==> src/rtl/rsq_pkg.sv <==
package rsq_pkg;

  localparam int FP_W   = 32;
  localparam int MAN_W  = 23;
  localparam int EXP_W  = 8;
  // scaled significand: m in [1,4) held as m * 2^MAN_W
  localparam int SIG_W  = MAN_W + 2;

  localparam logic [FP_W-1:0] QNAN_INDEF = 32'hFFC0_0000;
  localparam logic [FP_W-1:0] POS_INF    = 32'h7F80_0000;
  localparam logic [FP_W-1:0] NEG_INF    = 32'hFF80_0000;
  localparam logic [FP_W-1:0] QUIET_BIT  = 32'h0040_0000;

  typedef enum logic [1:0] {
    ST_IDLE = 2'd0,
    ST_BUSY = 2'd1,
    ST_DONE = 2'd2
  } rsq_state_e;

  // decoded operand: bypass value for specials, exponent base for normals
  typedef struct packed {
    logic             special;
    logic [FP_W-1:0]  spec_val;
    logic             spec_inv;
    logic             spec_dz;
    logic [EXP_W-1:0] exp_hi;
  } rsq_op_t;

endpackage

==> src/rtl/rsq_classify.sv <==
module rsq_classify
  import rsq_pkg::*;
(
  input  logic [FP_W-1:0]  x,
  output rsq_op_t          op,
  output logic [SIG_W-1:0] sig
);

  logic [EXP_W-1:0] ef;
  logic [MAN_W-1:0] fr;
  logic             sgn;
  logic             is_nan;
  logic             is_inf;
  logic             is_zero;
  logic             odd_exp;
  logic signed [9:0] e_unb;
  logic signed [9:0] e_even;
  logic signed [9:0] e_half;
  logic signed [9:0] e_res;

  assign sgn     = x[FP_W-1];
  assign ef      = x[FP_W-2 -: EXP_W];
  assign fr      = x[MAN_W-1:0];
  assign is_nan  = (&ef) && (|fr);
  assign is_inf  = (&ef) && !(|fr);
  assign is_zero = (ef == '0);          // subnormals flushed here
  // bias is odd, so an even biased field means an odd true exponent
  assign odd_exp = ~ef[0];

  always_comb begin
    e_unb  = $signed({2'b00, ef}) - 10'sd127;
    e_even = odd_exp ? (e_unb - 10'sd1) : e_unb;
    e_half = e_even >>> 1;
    e_res  = 10'sd127 - e_half;
  end

  always_comb begin
    sig = odd_exp ? {1'b1, fr, 1'b0} : {2'b01, fr};
    op.special  = 1'b1;
    op.spec_val = '0;
    op.spec_inv = 1'b0;
    op.spec_dz  = 1'b0;
    op.exp_hi   = e_res[EXP_W-1:0];
    if (is_nan) begin
      op.spec_val = x | QUIET_BIT;
      op.spec_inv = ~x[MAN_W-1];
    end else if (is_zero) begin
      op.spec_val = sgn ? NEG_INF : POS_INF;
      op.spec_dz  = 1'b1;
    end else if (sgn) begin
      op.spec_val = QNAN_INDEF;
      op.spec_inv = 1'b1;
    end else if (is_inf) begin
      op.spec_val = '0;
    end else begin
      op.special  = 1'b0;
    end
  end

endmodule

==> src/rtl/rsq_root_iter.sv <==
module rsq_root_iter
  import rsq_pkg::*;
#(
  parameter int FRAC_W = 30
) (
  input  logic                      clk,
  input  logic                      rst_n,
  input  logic                      load,
  input  logic [SIG_W-1:0]          sig_in,
  input  logic                      step,
  input  logic [$clog2(FRAC_W+1)-1:0] bit_idx,
  output logic [FRAC_W:0]           root,
  output logic                      exact
);

  localparam int Y_W = FRAC_W + 1;
  localparam int P_W = Y_W + SIG_W;
  localparam int T_W = 2 * FRAC_W + 28;
  localparam logic [T_W-1:0] T_ONE = 1;
  // (y / 2^FRAC_W)^2 * m <= 1  <=>  y^2 * sig <= 2^(2*FRAC_W + MAN_W)
  localparam logic [T_W-1:0] LIMIT = T_ONE << (2 * FRAC_W + MAN_W);
  localparam logic [Y_W-1:0] Y_ONE = 1;

  logic [SIG_W-1:0] m_q;
  logic [Y_W-1:0]   y_q, y_d;
  logic [P_W-1:0]   p_q, p_d;
  logic [T_W-1:0]   s_q, s_d;
  logic [T_W-1:0]   trial;
  logic             take;
  logic             en;

  always_comb begin
    trial = s_q
          + (T_W'(p_q) << (int'(bit_idx) + 1))
          + (T_W'(m_q) << (2 * int'(bit_idx)));
    take  = (trial <= LIMIT);
  end

  always_comb begin
    y_d = y_q;
    p_d = p_q;
    s_d = s_q;
    if (load) begin
      y_d = '0;
      p_d = '0;
      s_d = '0;
    end else if (take) begin
      y_d = y_q | (Y_ONE << bit_idx);
      p_d = p_q + (P_W'(m_q) << bit_idx);
      s_d = trial;
    end
  end

  assign en = load | step;

  always_ff @(posedge clk) begin
    if (load) begin
      m_q <= sig_in;
    end
  end

  always_ff @(posedge clk or negedge rst_n) begin
    if (!rst_n) begin
      y_q <= '0;
      p_q <= '0;
      s_q <= '0;
    end else if (en) begin
      y_q <= y_d;
      p_q <= p_d;
      s_q <= s_d;
    end
  end

  assign root  = y_q;
  assign exact = (s_q == LIMIT);

endmodule

==> src/rtl/rsq_pack.sv <==
module rsq_pack
  import rsq_pkg::*;
#(
  parameter int FRAC_W = 30
) (
  input  rsq_op_t          op,
  input  logic [FRAC_W:0]  root,
  input  logic             exact,
  output logic [FP_W-1:0]  res,
  output logic             flag_inv,
  output logic             flag_dz
);

  logic [FRAC_W-1:0] norm;
  logic [EXP_W-1:0]  e_base;
  logic [MAN_W-1:0]  frac_t;
  logic              guard;
  logic              sticky;
  logic              rnd_up;
  logic [MAN_W:0]    frac_r;
  logic [EXP_W-1:0]  e_out;

  always_comb begin
    // root in (0.5, 1]: bit FRAC_W set only for the value 1.0
    if (root[FRAC_W]) begin
      norm   = root[FRAC_W-1:0];
      e_base = op.exp_hi;
    end else begin
      norm   = {root[FRAC_W-2:0], 1'b0};
      e_base = op.exp_hi - 8'd1;
    end
    frac_t = norm[FRAC_W-1 -: MAN_W];
    guard  = norm[FRAC_W-1-MAN_W];
    sticky = (|norm[FRAC_W-2-MAN_W:0]) | ~exact;
    rnd_up = guard & (sticky | frac_t[0]);
    frac_r = {1'b0, frac_t} + {{MAN_W{1'b0}}, rnd_up};
    e_out  = e_base + {{(EXP_W-1){1'b0}}, frac_r[MAN_W]};
  end

  always_comb begin
    if (op.special) begin
      res      = op.spec_val;
      flag_inv = op.spec_inv;
      flag_dz  = op.spec_dz;
    end else begin
      res      = {1'b0, e_out, frac_r[MAN_W-1:0]};
      flag_inv = 1'b0;
      flag_dz  = 1'b0;
    end
  end

endmodule

==> src/rtl/rsq_unit.sv <==
module rsq_unit
  import rsq_pkg::*;
#(
  parameter int FRAC_W = 30
) (
  input  logic        clk,
  input  logic        rst_n,
  input  logic        in_valid,
  output logic        in_ready,
  input  logic [31:0] in_data,
  output logic        out_valid,
  input  logic        out_ready,
  output logic [31:0] out_data,
  output logic        out_invalid,
  output logic        out_divzero
);

  localparam int BIT_W = $clog2(FRAC_W + 1);

  rsq_state_e       state_q, state_d;
  logic [BIT_W-1:0] bit_q, bit_d;
  rsq_op_t          op_in, op_q;
  logic [SIG_W-1:0] sig_in;
  logic [FRAC_W:0]  root;
  logic             exact;
  logic             accept;
  logic             stepping;

  generate
    if (FRAC_W < MAN_W + 2) begin : g_bad_width
      initial $fatal(1, "FRAC_W must be at least 25");
    end
  endgenerate

  assign in_ready  = (state_q == ST_IDLE);
  assign out_valid = (state_q == ST_DONE);
  assign accept    = in_valid & in_ready;
  assign stepping  = (state_q == ST_BUSY);

  rsq_classify u_classify (
    .x   (in_data),
    .op  (op_in),
    .sig (sig_in)
  );

  rsq_root_iter #(.FRAC_W(FRAC_W)) u_root (
    .clk     (clk),
    .rst_n   (rst_n),
    .load    (accept),
    .sig_in  (sig_in),
    .step    (stepping),
    .bit_idx (bit_q),
    .root    (root),
    .exact   (exact)
  );

  rsq_pack #(.FRAC_W(FRAC_W)) u_pack (
    .op       (op_q),
    .root     (root),
    .exact    (exact),
    .res      (out_data),
    .flag_inv (out_invalid),
    .flag_dz  (out_divzero)
  );

  always_comb begin
    state_d = state_q;
    bit_d   = bit_q;
    unique case (state_q)
      ST_IDLE: begin
        if (in_valid) begin
          state_d = ST_BUSY;
          bit_d   = BIT_W'(FRAC_W);
        end
      end
      ST_BUSY: begin
        if (bit_q == '0) begin
          state_d = ST_DONE;
        end else begin
          bit_d = bit_q - 1'b1;
        end
      end
      ST_DONE: begin
        if (out_ready) begin
          state_d = ST_IDLE;
        end
      end
      default: state_d = ST_IDLE;
    endcase
  end

  always_ff @(posedge clk or negedge rst_n) begin
    if (!rst_n) begin
      state_q <= ST_IDLE;
      bit_q   <= '0;
    end else begin
      state_q <= state_d;
      bit_q   <= bit_d;
    end
  end

  always_ff @(posedge clk) begin
    if (accept) begin
      op_q <= op_in;
    end
  end

endmodule

==> config.mk <==
export PLATFORM = sky130hd
export DESIGN_NAME = rsq_unit
export DESIGN_NICKNAME = d
export VERILOG_FILES = /design/src/rtl/rsq_pkg.sv /design/src/rtl/rsq_classify.sv /design/src/rtl/rsq_root_iter.sv /design/src/rtl/rsq_pack.sv /design/src/rtl/rsq_unit.sv
export SDC_FILE = /design/constraint.sdc
export NUM_CORES = 1
export LEC_CHECK = 0
export CORE_MARGIN = 2
export CORE_UTILIZATION = 40
export CTS_CLUSTER_DIAMETER = 30
export DETAILED_ROUTE_END_ITERATION = 8
export DONT_BUFFER_PORTS = 1
export SYNTH_ARGS = -nofsm -noshare
export SYNTH_HDL_FRONTEND = slang
export SYNTH_SLANG_ARGS = --single-unit
==> constraint.sdc <==
create_clock -name clk -period 12 [get_ports clk]
set_clock_uncertainty 0.1 [all_clocks]
set_input_delay 0.6 -clock clk [delete_from_list [all_inputs] [get_ports clk]]
set_output_delay 0.6 -clock clk [all_outputs]
set_load 0.02 [all_outputs]
# [Yosys cells after proc, flatten, opt, wreduce, memory -nomap -nowiden]
# Cells that the tools add are included.
[op_classes] n_reduce_logical=15 eq_ne=7 n_bitwise=8 mux=28 add_sub_neg=11 shifts=4 magnitude_cmp=1
[ops] operator="$add 88x88->88" n=2
[ops] operator="$mux 88" n=2
[ops] operator="$mux 32" n=4
[ops] operator="$mux 56" n=2
[ops] operator="$eq 88x84->1 const B" n=1
[ops] operator="$le 88x84->1 const B" n=1
[ops] operator="$shl 25x6->88" n=1
[ops] operator="$shl 56x32->88" n=1
[ops] operator="$mux 31" n=2
[ops] operator="$add 56x56->56" n=1
[ops] operator="$shl 25x5->56" n=1
[ops] operator="$mux 33" n=1
[ops] operator="$or 31x31->31" n=1
[ops] operator="$shl 1x5->31 const A" n=1
[ops] operator="$mux 30" n=1
[ops] operator="$mux 25" n=1
[ops] operator="$add 23x1->24" n=1
[ops] operator="$reduce_or 23->1" n=1
[ops] operator="$mux 5" n=2
[ops] operator="$pmux 5 s2" n=1
[ops] operator="$mux 9" n=1
[ops] operator="$sub 8x7->9 const B" n=1
[ops] operator="$sub 9x2->9 const B" n=1
[ops] operator="$add 8x1->8" n=1
[ops] operator="26 further kinds" n=42
[totals] inputBits=36 regBits=250 wordCells=88

# [Depth between registers and ports, before layout]
[logic_depth] word_depth=8 depth_mapped=37 depth_no_buf=29

# [Hierarchy]
# From an unflattened synthesis, not the netlist that was laid out.
[unflattened] cells_unflattened=3719 area_unflattened_um2=29746.0
[by_module_without_submodules] mod="rsq_root_iter" area_each_um2=25471.9 cells_each=3268 instances=1
[by_module_without_submodules] mod="rsq_pack" area_each_um2=1749.2 cells_each=255 instances=1
[by_module_without_submodules] mod="rsq_unit" area_each_um2=1642.8 cells_each=78 instances=1
[by_module_without_submodules] mod="rsq_classify" area_each_um2=882.1 cells_each=118 instances=1

# [Worst setup path after synthesis]
# Ideal clock, no wire load.
[synth_path] path_kind="flip-flop to flip-flop" start="register bit_q[0]" end="register u_root.s_q[10]" slack_ns=3.929 arrival_time_ns=7.846 period_less_slack_ns=8.071 t_required_ns=11.775 n_path_buf=9 stages_incl_launch_ff=36 setup_ns=0.125 path_cell_list="dfrtp_1 -> inv_1 -> clkbuf_1 -> clkbuf_1 -> ha_1 -> clkbuf_1 -> clkbuf_1 -> clkbuf_1 -> clkbuf_1 -> mux4_2 -> mux2i_1 -> nand2_1 -> o21ai_0 -> nor2_1 -> a21oi_1 -> nand2_1 -> o21ai_0 -> fa_1 -> inv_1 -> ha_1 -> clkbuf_1 -> a21oi_1 -> o21a_1 -> nor2_1 -> a2111o_1 -> nor2_1 -> a21o_1 -> a211oi_1 -> or3_1 -> a22o_1 -> a2111oi_0 -> nand4_1 -> a21o_1 -> buf_6 -> buf_6 -> mux2_4"
[synth_via] elab_chain_len=7 word_cells_on_any_way=10 cone_classes="3 x add/sub; 1 x order compare; 2 x shift; 2 x mux; 2 x reduce/logical"
[synth_rtl] element="start, declared" line_no="rsq_unit.sv:21" rtl="logic [BIT_W-1:0] bit_q, bit_d;"
[synth_rtl] element="start signal, assigned" line_no="rsq_unit.sv:98" rtl="bit_q <= bit_d;"
[synth_rtl] element="$add 5x1->6" line_no="rsq_root_iter.sv:34" rtl="+ (T_W'(p_q) << (int'(bit_idx) + 1))"
[synth_rtl] element="$shl 56x32->88" line_no="rsq_root_iter.sv:34"
[synth_rtl] element="$add 88x88->88" line_no="rsq_root_iter.sv:34"
[synth_rtl] element="$add 88x88->88 (*)" line_no="rsq_root_iter.sv:35" rtl="+ (T_W'(m_q) << (2 * int'(bit_idx)));"
[synth_rtl] element="$le 88x84->1" line_no="rsq_root_iter.sv:36" rtl="take = (trial <= LIMIT);"
[synth_rtl] element="$reduce_bool 2->1 (no source line)"
[synth_rtl] element="$reduce_and 2->1 (no source line)"
[synth_rtl] element="end signal, assigned" line_no="rsq_root_iter.sv:66" rtl="s_q <= '0;"
[synth_rtl] element="end signal, assigned" line_no="rsq_root_iter.sv:70" rtl="s_q <= s_d;"
[synth_rtl] element="end, declared" line_no="rsq_root_iter.sv:27" rtl="logic [T_W-1:0] s_q, s_d;"
# Every way passes the cells marked *; elsewhere a longest branch is shown, timed or not. The select of a mux whose other input is x is not followed.
# A chain may end at the register's enable or synchronous reset.

# [Final worst setup path]
[layout_path] start="register bit_q[0]" end="register u_root.s_q[27]"
# The elaborated chain is that of the path after synthesis.

==> out/metrics.yaml <==
outcome:
  outcome: "finished, final reports clean"
detailed_routing:
  wl_per_cell_um: 24.7
  wl_um: 122000
  via_count: 30105
  drt_iter0_markers: 3695
  dr.pass1.iters: 6
  vias_per_cell: 6.09
  drc: 0
  ant_nets: 0
worst_setup_path:
  cp_common_cell: "o21ai_0"
  crit_path_top_delay_cell: "o311ai_1"
  endpoint_kind: "register"
  critical_path.max_stage_delay_ns: 1.00
  crit_family: "compound AO/OA/AOI/OAI gates"
  reg2reg_from: "bit_q[0]"
  crit_type: "register to register"
  critPathArrivalTime_ns: 11.38
  worst_r2r_path_depth: 27
  reg2reg_slack_ns: 1.03
  cp.required_ns: 12.41
  path_max_fanout: 71
  startpoint_type: "register"
  reg2reg_to: "u_root.s_q[27]"
  worst-path-buf-inv: 3
finish:
  drive_gt1_share_pct: 9.13
  nNetsFinal: 4122
  syn2layout_area_growth_pct: 11.7
floorplanning:
  num_io_pins: 72
  initial_core_util_pct: 40.5
  die_x_um: 282
  coreArea_sq_um: 76200
  row_count: 101
  die-area_sq_um: 79400
  die_y_um: 282
sta:
  setup_violations: 0
  fin_crit_ns: 10.97
  worst_pin_slew_ns: 1.21
  timing.fmax_mhz: 91.1
  period_share_pct: 91.4
  slew-limit-headroom_pct: 19.6
  setup_tns_ns: 0
  rsz0062_at_grt: "no"
  maxSlewViolCount: 0
  hold_violations: 0
place:
  routabilityCongestion: 1.03
  portBuffers: 0
  dpl.hpwl_um: 95700
logic_synthesis:
  synth_cell_type_count: 100
  syn_nets: 4252
  postSynthCellCount: 3973
  synth_edf_count: 68
  syn_avg_cell_area_sq_um: 7.77
  synth-main-ff-cell: "dfrtp_1"
  synth_area_sq_um: 30900
  async_flop_share_pct: 72.8
  ys_seq_area_share_pct: 21.4
  ys_seq_elements: 250
  yosysWarnings: 0
grt:
  overflow: 0
  grt_pass1_wl_um: 182000
  grtUsageTotal_pct: 30.4
  grt_pass1_vias: 28218
  antenna_found_initial: 3
  grt_max_degree: 183
clocking:
  cts_buffer_depth: 3
  cts_resized: 0
  cts-root-buf: "clkbuf_16"
  path_clk_slew_ns: 0.05
  clock_latency_ns: 0.67
  cts_num_sinks: 250
  htreeDepth: 3
  cts_tree: "yes"
  numCtsBuffers: 82
min_path:
  hold_path_end: "op_q[23]"
  holdPathStages: 1
  min_from: "in_data[13]"
  hp-class: "input pin to register"
run:
  drv_cap: 0
## layer usage
metal | vias to the layer above | wire, um | GRT usage [%]
met5 | - | 24 | 0
met4 | 4 | 3650 | 8.81
met3 | 237 | 11600 | 6.10
met2 | 1460 | 52500 | 46.4
met1 | 14583 | 54000 | 43.4
li1 | 13821 | - | -
## timing repair
item,CTS,global route
hold endpoints to repair,183,1
hold buffers,2,1
setup buffers,0,0
## synthesized netlist by cell type, types with 11 or more instances
cell type	count	area [sq um]
nand2_1	615	2310
nor2_1	380	1430
a21oi_1	288	1440
inv_1	263	987
o21ai_0	244	1220
mux2i_1	202	2020
dfrtp_1	182	4550
clkbuf_1	157	589
ha_1	154	1930
xnor2_1	99	867
fa_1	89	1780
a21o_1	88	661
xor2_1	70	613
edfxtp_1	68	2040
nand3_1	64	320
nand4_1	63	394
and2_1	55	344
nand2b_1	51	319
o31ai_1	51	383
nor3_1	50	250
mux2_2	46	518
o21a_1	46	345
o211ai_1	45	338
buf_2	39	195
mux4_2	39	878
nor4_1	38	238
o22ai_1	35	219
nor2b_1	33	206
o21bai_1	32	240
mux2_4	31	465
and3_1	30	188
buf_1	30	113
a211oi_1	25	188
a31oi_1	21	131
or3_1	18	113
a22oi_1	16	120
buf_4	14	105
a21oi_2	11	96.3
## cells in the final DEF (no fill, tap or decap), types with 38 or more instances in the layout
cell type,count
a21o_1,87
a21oi_1,288
and2_1,55
clkbuf_16,82
dfrtp_1,176
edfxtp_1,68
fa_1,89
ha_1,153
inv_1,261
mux2_2,46
mux2i_1,202
mux4_2,39
nand2_1,614
nand2b_1,51
nand3_1,63
nand4_1,63
nor2_1,380
nor3_1,49
nor4_1,38
o211ai_1,45
o21a_1,46
o21ai_0,244
o31ai_1,51
xnor2_1,95
xor2_1,70
## cells by family (layout without fill, tap and decap cells)
logic type,after synthesis,count (layout),synth area share [%]
XOR/XNOR,169,169,4.80
buffers and inverters,515,454,6.82
AND/OR/NAND/NOR,1449,1449,21.2
other,0,1,0
multiplexers,319,319,12.6
adder cells (fa/ha/maj),243,243,12.0
AO/OA/AOI/OAI,1028,1028,21.2
flip-flops,250,250,21.4
## stage by stage
step / hold WS (ns) / area, sq um / util [%] / cells / setup slack (ns)
3_3_place_gp: 0.230 / 31400 / 41.2 / 4786 / 1.57
6_report: 0.0279 / 34500 / 45.2 / 4943 / 1.03
3_5_place_dp: 0.230 / 31400 / 41.2 / 4786 / 1.55
4_1_cts: 0.000796 / 34500 / 45.2 / 4941 / 1.49
5_1_grt: 0.0199 / 34500 / 45.2 / 4942 / 0.769
2_1_floorplan: 0.204 / 30900 / - / 3973 / 3.93
## area by class of cell
cell class / count / area [sq um]
fillers: 7637 / 41700
multi-input cells: 3208 / 22200
flip-flops and latches: 250 / 6610
clock buffers: 105 / 2310
well taps: 1030 / 1290
inverters: 264 / 993
clock inverters: 48 / 738
repair buffers: 37 / 315
diodes: 1 / 2.50
## flip-flops by register name, indices dropped and copies added, names as in the netlist
name         cells
u_root.root     31
op_q            43
state_q          2
u_root.p_q      56
u_root.s_q      88
bit_q            5
u_root.m_q      25
## worst max-delay path by stage
stage | from | to | slack (ns) | depth (start not counted)
2_1_floorplan | bit_q[0] | u_root.s_q[10] | 3.93 | 35
3_3_place_gp | bit_q[0] | u_root.s_q[23] | 1.57 | 27
3_5_place_dp | bit_q[0] | u_root.s_q[2] | 1.55 | 27
4_1_cts | bit_q[0] | u_root.s_q[27] | 1.49 | 27
5_1_grt | bit_q[0] | u_root.s_q[27] | 0.77 | 27
6_report | bit_q[0] | u_root.s_q[27] | 1.03 | 27
Power is left out: the tool's default activity adds up to more than one toggle a clock period on the data nets, which glitch-free logic cannot reach.
